`config.mk`:
```
export PLATFORM = sky130hd
export DESIGN_NAME = irwake_top
export DESIGN_NICKNAME = d
export VERILOG_FILES = /design/src/rtl/irwake_pkg.sv /design/src/rtl/irwake_dp.sv /design/src/rtl/irwake_ctrl.sv /design/src/rtl/irwake_top.sv
export SDC_FILE = /design/constraint.sdc
export NUM_CORES = 1
export LEC_CHECK = 0
export ABC_AREA = 1
export BUFFER_PORTS_ARGS = -buffer_cell sky130_fd_sc_hd__clkbuf_2
export CAP_MARGIN = 20
export CORE_MARGIN = 3
export CORE_UTILIZATION = 40
export CTS_BUF_LIST = sky130_fd_sc_hd__clkbuf_4
export DETAILED_ROUTE_END_ITERATION = 8
export PLACE_DENSITY_LB_ADDON = 0.25
export SLEW_MARGIN = 25
export SYNTH_ARGS = -nofsm -noshare
export SYNTH_HDL_FRONTEND = slang
export SYNTH_SLANG_ARGS = --single-unit
```
`constraint.sdc`:
```
create_clock -name clk -period 2.84 [get_ports clk]
set_clock_uncertainty 0.15 [all_clocks]
set_input_delay 0.284 -clock clk [delete_from_list [all_inputs] [get_ports clk]]
set_output_delay 0.284 -clock clk [all_outputs]
set_load 0.005 [all_outputs]
```
`src/rtl/irwake_pkg.sv`:
```
package irwake_pkg;
  localparam int unsigned REG_CTRL   = 0;
  localparam int unsigned REG_STATUS = 1;
  localparam int unsigned REG_EVEN   = 2;
  localparam int unsigned REG_INDEX  = 3;
  localparam int unsigned REG_DATA   = 4;
  localparam int unsigned REG_CLEN   = 5;
  localparam int unsigned REG_CELL   = 6;

  typedef enum logic [1:0] {
    PROTO_RC5 = 2'd0,
    PROTO_NEC = 2'd1,
    PROTO_RC6 = 2'd2,
    PROTO_RSV = 2'd3
  } proto_e;

  typedef enum logic [1:0] {
    SEL_NONE = 2'd0,
    SEL_CMP  = 2'd1,
    SEL_MASK = 2'd2,
    SEL_BAD  = 2'd3
  } arrSel_e;

  // strobes from control to datapath
  typedef struct packed {
    logic       wrCmp;
    logic       wrMask;
    logic       rdMask;
    logic [3:0] ptr;
    logic [7:0] byteVal;
    logic       shiftEn;
    logic       shiftBit;
    logic       clearFrame;
  } dpStrobe_t;
endpackage

```
`src/rtl/irwake_dp.sv`:
```
module irwake_dp
  import irwake_pkg::*;
#(
  parameter int unsigned BYTES = 11
) (
  input  logic                         clk,
  input  logic                         rstN,
  input  dpStrobe_t                    strobe,
  input  logic                         useLen,
  input  logic [7:0]                   cmpLen,
  output logic                         matchNow,
  output logic [$clog2(BYTES*8+1)-1:0] bitCount,
  output logic [7:0]                   arrRdByte
);
  localparam int unsigned BITS  = BYTES * 8;
  localparam int unsigned CNT_W = $clog2(BITS + 1);

  logic [BYTES-1:0][7:0] cmpArr;
  logic [BYTES-1:0][7:0] maskArr;
  logic [BITS-1:0]       rxStr;
  logic [CNT_W-1:0]      cnt;
  logic [BITS-1:0]       effMask;

  always_ff @(posedge clk) begin
    if (!rstN) begin
      cmpArr  <= '0;
      maskArr <= '0;
    end else begin
      if (strobe.wrCmp)  cmpArr[strobe.ptr]  <= strobe.byteVal;
      if (strobe.wrMask) maskArr[strobe.ptr] <= strobe.byteVal;
    end
  end

  always_ff @(posedge clk) begin
    if (!rstN) begin
      rxStr <= '0;
      cnt   <= '0;
    end else if (strobe.clearFrame) begin
      rxStr <= '0;
      cnt   <= '0;
    end else if (strobe.shiftEn) begin
      rxStr <= {rxStr[BITS-2:0], strobe.shiftBit};
      if (cnt < CNT_W'(BITS)) cnt <= cnt + 1'b1;
    end
  end

  // per-bit participation: mask bit, limited by length in length mode
  for (genvar gi = 0; gi < BITS; gi++) begin : g_eff
    assign effMask[gi] = maskArr[gi/8][gi%8] & (!useLen || (gi < int'(cmpLen)));
  end

  assign matchNow  = ~|((rxStr ^ cmpArr) & effMask);
  assign bitCount  = cnt;
  assign arrRdByte = strobe.rdMask ? maskArr[strobe.ptr] : cmpArr[strobe.ptr];
endmodule

```
`src/rtl/irwake_ctrl.sv`:
```
module irwake_ctrl
  import irwake_pkg::*;
#(
  parameter int unsigned BYTES  = 11,
  parameter int unsigned ADDR_W = 3
) (
  input  logic                         clk,
  input  logic                         rstN,
  input  logic                         regWr,
  input  logic [ADDR_W-1:0]            regAddr,
  input  logic [7:0]                   regWrData,
  output logic [7:0]                   regRdData,
  input  logic                         rxBitValid,
  input  logic                         rxBit,
  input  logic                         rxEnd,
  input  logic                         matchNow,
  input  logic [$clog2(BYTES*8+1)-1:0] bitCount,
  input  logic [7:0]                   arrRdByte,
  output dpStrobe_t                    strobe,
  output logic                         useLen,
  output logic [7:0]                   cmpLen,
  output logic                         rxOn,
  output logic [3:0]                   statusFlags,
  output logic [2:0]                   evEn,
  output logic [3:0]                   idxPtr,
  output logic                         wakeOut
);
  localparam int unsigned BITS  = BYTES * 8;
  localparam int unsigned CNT_W = $clog2(BITS + 1);
  localparam logic [3:0]  LAST  = 4'(BYTES - 1);

  logic [7:0] ctrlReg;
  logic [6:0] cellReg;
  arrSel_e    idxSel;
  logic [3:0] ptrQ;
  logic [3:0] flagQ;   // [0] match [1] end [2] buffer [3] repeat
  logic [2:0] enQ;
  logic [7:0] lenQ;

  proto_e proto;
  logic   wrHit [0:6];
  logic   frameEnd, bitEvt, isRepeat;
  logic   dataWr;
  logic [3:0] setV, clrV;

  assign proto = proto_e'(ctrlReg[5:4]);
  assign rxOn  = ctrlReg[0];

  for (genvar ga = 0; ga < 7; ga++) begin : g_dec
    assign wrHit[ga] = regWr && (regAddr == ADDR_W'(ga));
  end

  assign frameEnd = rxOn && rxEnd;
  assign bitEvt   = rxOn && rxBitValid && !rxEnd;
  assign isRepeat = (proto == PROTO_NEC) && (bitCount < CNT_W'(8));
  assign dataWr   = wrHit[REG_DATA] && (idxSel == SEL_CMP || idxSel == SEL_MASK);

  always_comb begin
    setV    = '0;
    setV[0] = frameEnd && !isRepeat && matchNow;
    setV[1] = frameEnd;
    setV[2] = bitEvt && (bitCount == CNT_W'(BITS - 1));
    setV[3] = frameEnd && isRepeat;
    clrV    = '0;
    if (wrHit[REG_STATUS]) clrV = {regWrData[4], regWrData[2:0]};
  end

  always_ff @(posedge clk) begin
    if (!rstN) begin
      ctrlReg <= '0;
      cellReg <= 7'h4A;
      idxSel  <= SEL_NONE;
      ptrQ    <= '0;
      flagQ   <= '0;
      enQ     <= '0;
      lenQ    <= '0;
    end else begin
      if (wrHit[REG_CTRL]) ctrlReg <= regWrData;
      if (wrHit[REG_EVEN]) enQ     <= regWrData[2:0];
      if (wrHit[REG_CLEN]) lenQ    <= regWrData;
      if (wrHit[REG_CELL]) cellReg <= regWrData[6:0];
      if (wrHit[REG_INDEX]) begin
        idxSel <= arrSel_e'(regWrData[5:4]);
        ptrQ   <= (regWrData[3:0] > LAST) ? 4'd0 : regWrData[3:0];
      end else if (dataWr) begin
        ptrQ <= (ptrQ == LAST) ? 4'd0 : ptrQ + 4'd1;
      end
      flagQ <= (flagQ & ~clrV) | setV;
    end
  end

  always_comb begin
    strobe            = '0;
    strobe.wrCmp      = dataWr && (idxSel == SEL_CMP);
    strobe.wrMask     = dataWr && (idxSel == SEL_MASK);
    strobe.rdMask     = (idxSel == SEL_MASK);
    strobe.ptr        = ptrQ;
    strobe.byteVal    = regWrData;
    strobe.shiftEn    = bitEvt;
    strobe.shiftBit   = rxBit ^ ctrlReg[3];
    strobe.clearFrame = frameEnd;
  end

  always_comb begin
    unique case (int'(regAddr))
      REG_CTRL:   regRdData = ctrlReg;
      REG_STATUS: regRdData = {3'b000, flagQ[3], 1'b0, flagQ[2:0]};
      REG_EVEN:   regRdData = {5'b00000, enQ};
      REG_INDEX:  regRdData = {2'b00, idxSel, ptrQ};
      REG_DATA:   regRdData = (idxSel == SEL_CMP || idxSel == SEL_MASK) ? arrRdByte : 8'h00;
      REG_CLEN:   regRdData = lenQ;
      REG_CELL:   regRdData = {1'b0, cellReg};
      default:    regRdData = 8'h00;
    endcase
  end

  assign useLen      = (proto == PROTO_RC6);
  assign cmpLen      = lenQ;
  assign statusFlags = flagQ;
  assign evEn        = enQ;
  assign idxPtr      = ptrQ;
  assign wakeOut     = |(flagQ[2:0] & enQ);
endmodule

```
`src/rtl/irwake_top.sv`:
```
module irwake_top
  import irwake_pkg::*;
#(
  parameter int unsigned BYTES  = 11,
  parameter int unsigned ADDR_W = 3
) (
  input  logic              clk,
  input  logic              rstN,
  input  logic              regWr,
  input  logic [ADDR_W-1:0] regAddr,
  input  logic [7:0]        regWrData,
  output logic [7:0]        regRdData,
  input  logic              rxBitValid,
  input  logic              rxBit,
  input  logic              rxEnd,
  output logic              wakeOut
);
  localparam int unsigned CNT_W = $clog2(BYTES * 8 + 1);

  dpStrobe_t        strobe;
  logic             useLen;
  logic [7:0]       cmpLen;
  logic             matchNow;
  logic [CNT_W-1:0] bitCount;
  logic [7:0]       arrRdByte;
  logic             rxOn;
  logic [3:0]       statusFlags;
  logic [2:0]       evEn;
  logic [3:0]       idxPtr;

  irwake_ctrl #(.BYTES(BYTES), .ADDR_W(ADDR_W)) u_ctrl (
    .clk(clk), .rstN(rstN),
    .regWr(regWr), .regAddr(regAddr), .regWrData(regWrData), .regRdData(regRdData),
    .rxBitValid(rxBitValid), .rxBit(rxBit), .rxEnd(rxEnd),
    .matchNow(matchNow), .bitCount(bitCount), .arrRdByte(arrRdByte),
    .strobe(strobe), .useLen(useLen), .cmpLen(cmpLen),
    .rxOn(rxOn), .statusFlags(statusFlags), .evEn(evEn), .idxPtr(idxPtr),
    .wakeOut(wakeOut)
  );

  irwake_dp #(.BYTES(BYTES)) u_dp (
    .clk(clk), .rstN(rstN), .strobe(strobe),
    .useLen(useLen), .cmpLen(cmpLen),
    .matchNow(matchNow), .bitCount(bitCount), .arrRdByte(arrRdByte)
  );
endmodule

```
==> summary.md <==
| Metric | Value |
|---|---|
| ANT nets after route | 0 |
| Xor and xnor area share after synthesis | 2.21% |
| Combinational Power Share | 7.4% |
| Vias post-DR | 16.2k |
| Vias in the first global route | 15.1k |
| Total track usage | 30.7% |
| Hold WS | 0.156 ns |
| Layout Cells excl Fill | 2875 |
| Setup violators final | 8 |
| Post-DP HPWL | 45.7 mm |
| Mux contribution to synthesized area | 0% |
| Worst-Skew Late Latency | 0.80 ns |
| Die height | 200 um |
| Worst-margin pin slew | 0.969 ns |
| Grt ovf | 0 |
| Mean Syn Cell Area | 6.82 um2 |
| Startpoint Class | flip-flop |
| Largest net degree at the start of global routing | 197 |
| Final WL | 63.5 mm |
| Post-Synth Simple-Gate Area | 23.0% |
| Most frequent cells in the layout | 369 x nand2_1, 341 x o21ai_0, 313 x nor2_1 |
| WL per Instance | 22.1 um |
| Synthesized cell area | 15100 um2 |
| Syn nets | 2229 |
| Vias per inst | 5.64 |
| Standard-cell rows | 70 |
| Drt pass-1 iters | 6 |
| Final-report hold violation count | 0 |
| CTS tree | built |
| Yosys top cell area share | 40.8% |
| # IOs | 26 |
| Placed cells | 2702 |
| Worst-case clock buffer depth | 3 |
| Yosys warnings | 0 |
| Reg power frac | 48.5% |
| RSZ-0062 raised after global routing | true |
| Clock Root Buffer | clkbuf_4 |
| Layout net count | 2334 |
| Max Cap Viol | 0 |
| Most common cell after layout, fill and taps aside | nand2_1 |
| Share of cells above drive strength 1 | 16.0% |
| Internal | 6.61 mW |
| Clock transition at the registers of the reported paths | 0.06 ns |
| Peak supply drop | 0.274 mV |
| Switching share of power | 26.7% |
| Worst Min Path Start | regWrData[6] |
| Synthesis-stage register bit count | 307 |
| Post-Syn Instances | 2209 |
| Period utilisation layout | 107% |
| Clock power share | 44.1% |
| Crit path DAT | 2.62 ns |
| Initial Util | 40.9% |
| DIE WIDTH | 200 um |
| Reg2reg end | u_ctrl.statusFlags[0] |
| Max Clock Freq | 0.328 GHz |
| Largest area contributor in the netlist | dfxtp_1 |
| Slew Limit Headroom | 35.4% |
| Net Sw Power | 2.42 mW |
| Post-synthesis sequential area ratio | 40.8% |
| Synthesis-to-layout area growth | 18.4% |
| Initial antenna violation count | 3 |
| Clk sinks | 307 |
| Initial drt markers | 1859 |
| WP data required | 2.41 ns |
| LEAKAGE | 7.08 nW |
| Fill count | 3764 |
| GP Congestion | 1.10 |
| Post-route setup slack | -0.209 ns |
| Post-route DRC | 0 |
| H-tree levels | 3 |
| Failing checks | negative setup slack |
| Hold path depth | 3 |
| Final Max Tran Viols | 0 |
| Largest family of logic cells by synthesized area | compound AO/OA/AOI/OAI gates |
| Largest cells by area after synthesis | dfxtp_1 41%, o21ai_0 12%, nand2_1 9.4% |
| Compound-cell area share of the yosys netlist | 25.3% |
| Setup Crit Path Kind | flip-flop to output pin |
| FF-to-FF Start | u_ctrl.ctrlReg[4] |
| Cells on worst reg2reg path | 13 |
| First-pass GRT wire length | 93.6 mm |
| Status | complete, but fails checks |
| Full die area | 40000 um2 |
| Worst Path Max Fanout | 6 |
| Number of CTS-inserted buffers | 86 |
| Hold Crit Endpoint | u_dp.cmpArr[14] |
| Crit. End Element | output pin |
| Core footprint | 36900 um2 |
| Reg2reg setup slack | 0.19 ns |
| Synth Area in Adders | 0.249% |
| PortBufs | 25 |
| Hold WC Path Type | input pin to flip-flop |
| Power Dens Cells | 506 nW/um2 |
| Yosys cell types | 44 |
| Minimum clock period after layout | 3.05 ns |
-- how the worst max path moves through the flow --
| stage | from | end | slack (ns) | depth (start not counted) |
|---|---|---|---|---|
| after floorplan | u_ctrl.idxSel[0] | u_dp.maskArr[28] | 0.81 | 10 |
| final | u_ctrl.idxPtr[1] | regRdData[5] | -0.21 | 9 |
| after global routing | u_ctrl.idxPtr[0] | regRdData[5] | -0.25 | 10 |
| after CTS | u_ctrl.idxPtr[1] | regRdData[0] | -0.16 | 10 |
| after global placement | u_ctrl.idxPtr[0] | regRdData[0] | 0.23 | 9 |
| after detailed placement | u_ctrl.idxPtr[0] | regRdData[0] | 0.23 | 9 |
-- critical path: stages, from the launching register on --
cell and delay, ns:
dfxtp_4 0.40, nor2_4 0.23, inv_4 0.10, buf_4 0.17, o221ai_1 0.26, nand2_1 0.13, o211ai_1 0.11, nand3_1 0.16
nand2_1 0.13, clkbuf_2 0.12
-- power groups by stage --
stage | combinational (mW) | sequential (mW) | clock (mW)
floorplan | 0.312 | 4.46 | 0
CTS | 0.629 | 4.38 | 4.05
detailed placement | 0.576 | 4.48 | 0
finish | 0.670 | 4.38 | 3.98
global placement | 0.574 | 4.47 | 0
global route | 0.702 | 4.38 | 4.30
-- routing by layer --
metal / share of wire [%] / up-vias / global-route usage (%) / wire length [um]
met3: 9.1 / 221 / 6.26 / 5760
met2: 43 / 843 / 46.8 / 27100
met5: 0 / - / 0 / 0
li1: - / 7608 / - / -
met4: 6.3 / 0 / 17.0 / 4010
met1: 42 / 7556 / 40.8 / 26600
-- registers in the layout, indices dropped and copies added, names as in the netlist --
name                flops
u_ctrl.cellReg          7
u_ctrl.ctrlReg          8
u_ctrl.statusFlags      4
u_ctrl.idxPtr           4
u_dp.maskArr           88
u_ctrl.idxSel           2
u_dp.rxStr             88
u_dp.cmpArr            88
u_dp.bitCount           7
u_ctrl.evEn             3
u_ctrl.cmpLen           8
-- through the flow --
stage	setup slack, ns	power (mW)	area (um2)	setup TNS, ns	util (%)
after detailed placement	0.232	5.05	16000	0	43.5
after global placement	0.229	5.05	16000	0	43.5
after floorplan	0.814	4.77	15100	0	-
final	-0.209	9.03	17900	-1.03	48.4
after global routing	-0.248	9.39	17900	-1.57	48.4
after CTS	-0.157	9.06	17600	-0.896	47.8
-- kinds of logic after synthesis --
logic type	Yosys count
compound gates	712
flops	307
xor+xnor	38
buf+inv	313
simple gates	836
fa+ha+maj	3
-- cell usage after synthesis --
cell type	instances
a2111oi_0	1
a211oi_1	3
a21oi_1	255
a221oi_1	14
a22o_1	3
a22oi_1	17
a311oi_1	3
a31oi_1	2
a32oi_1	1
buf_2	16
buf_4	8
buf_6	7
clkbuf_1	90
clkinv_1	7
dfxtp_1	307
ha_1	3
inv_1	175
inv_2	9
inv_4	1
nand2_1	378
nand2_2	6
nand2_4	1
nand3_1	87
nand4_1	4
nor2_1	316
nor2_2	9
nor2_4	13
nor2_8	1
nor3_1	10
nor3_2	1
nor3b_1	1
nor4_1	1
o2111ai_1	5
o211ai_1	6
o21a_1	1
o21ai_0	364
o21ai_1	1
o21bai_1	1
o221ai_1	13
o22ai_1	21
o311ai_0	1
or2_2	8
xnor2_1	28
xor2_1	10
-- final cells by class --
type | count | area, um2 | share of cell area (%)
multi-input combinational | 1589 | 8050 | 45.1
tap | 504 | 631 | 3.53
timing repair buffer | 138 | 1230 | 6.88
clock buffer | 124 | 931 | 5.21
sequential | 307 | 6160 | 34.5
inverter | 192 | 747 | 4.18
clock inverter | 18 | 97.6 | 0.547
antenna | 3 | 7.51 | 0.0420
-- repair_timing --
item / in CTS / in global routing
resized for setup: 86 / 55
hold buffers: 18 / 0
endpoints found under the setup margin: 8 / 8
cloned: 3 / 0
hold endpoints to repair: 140 / 0
pin swaps: 11 / 15
setup buffers: 2 / 6
Power figures use the tool's default switching activity.
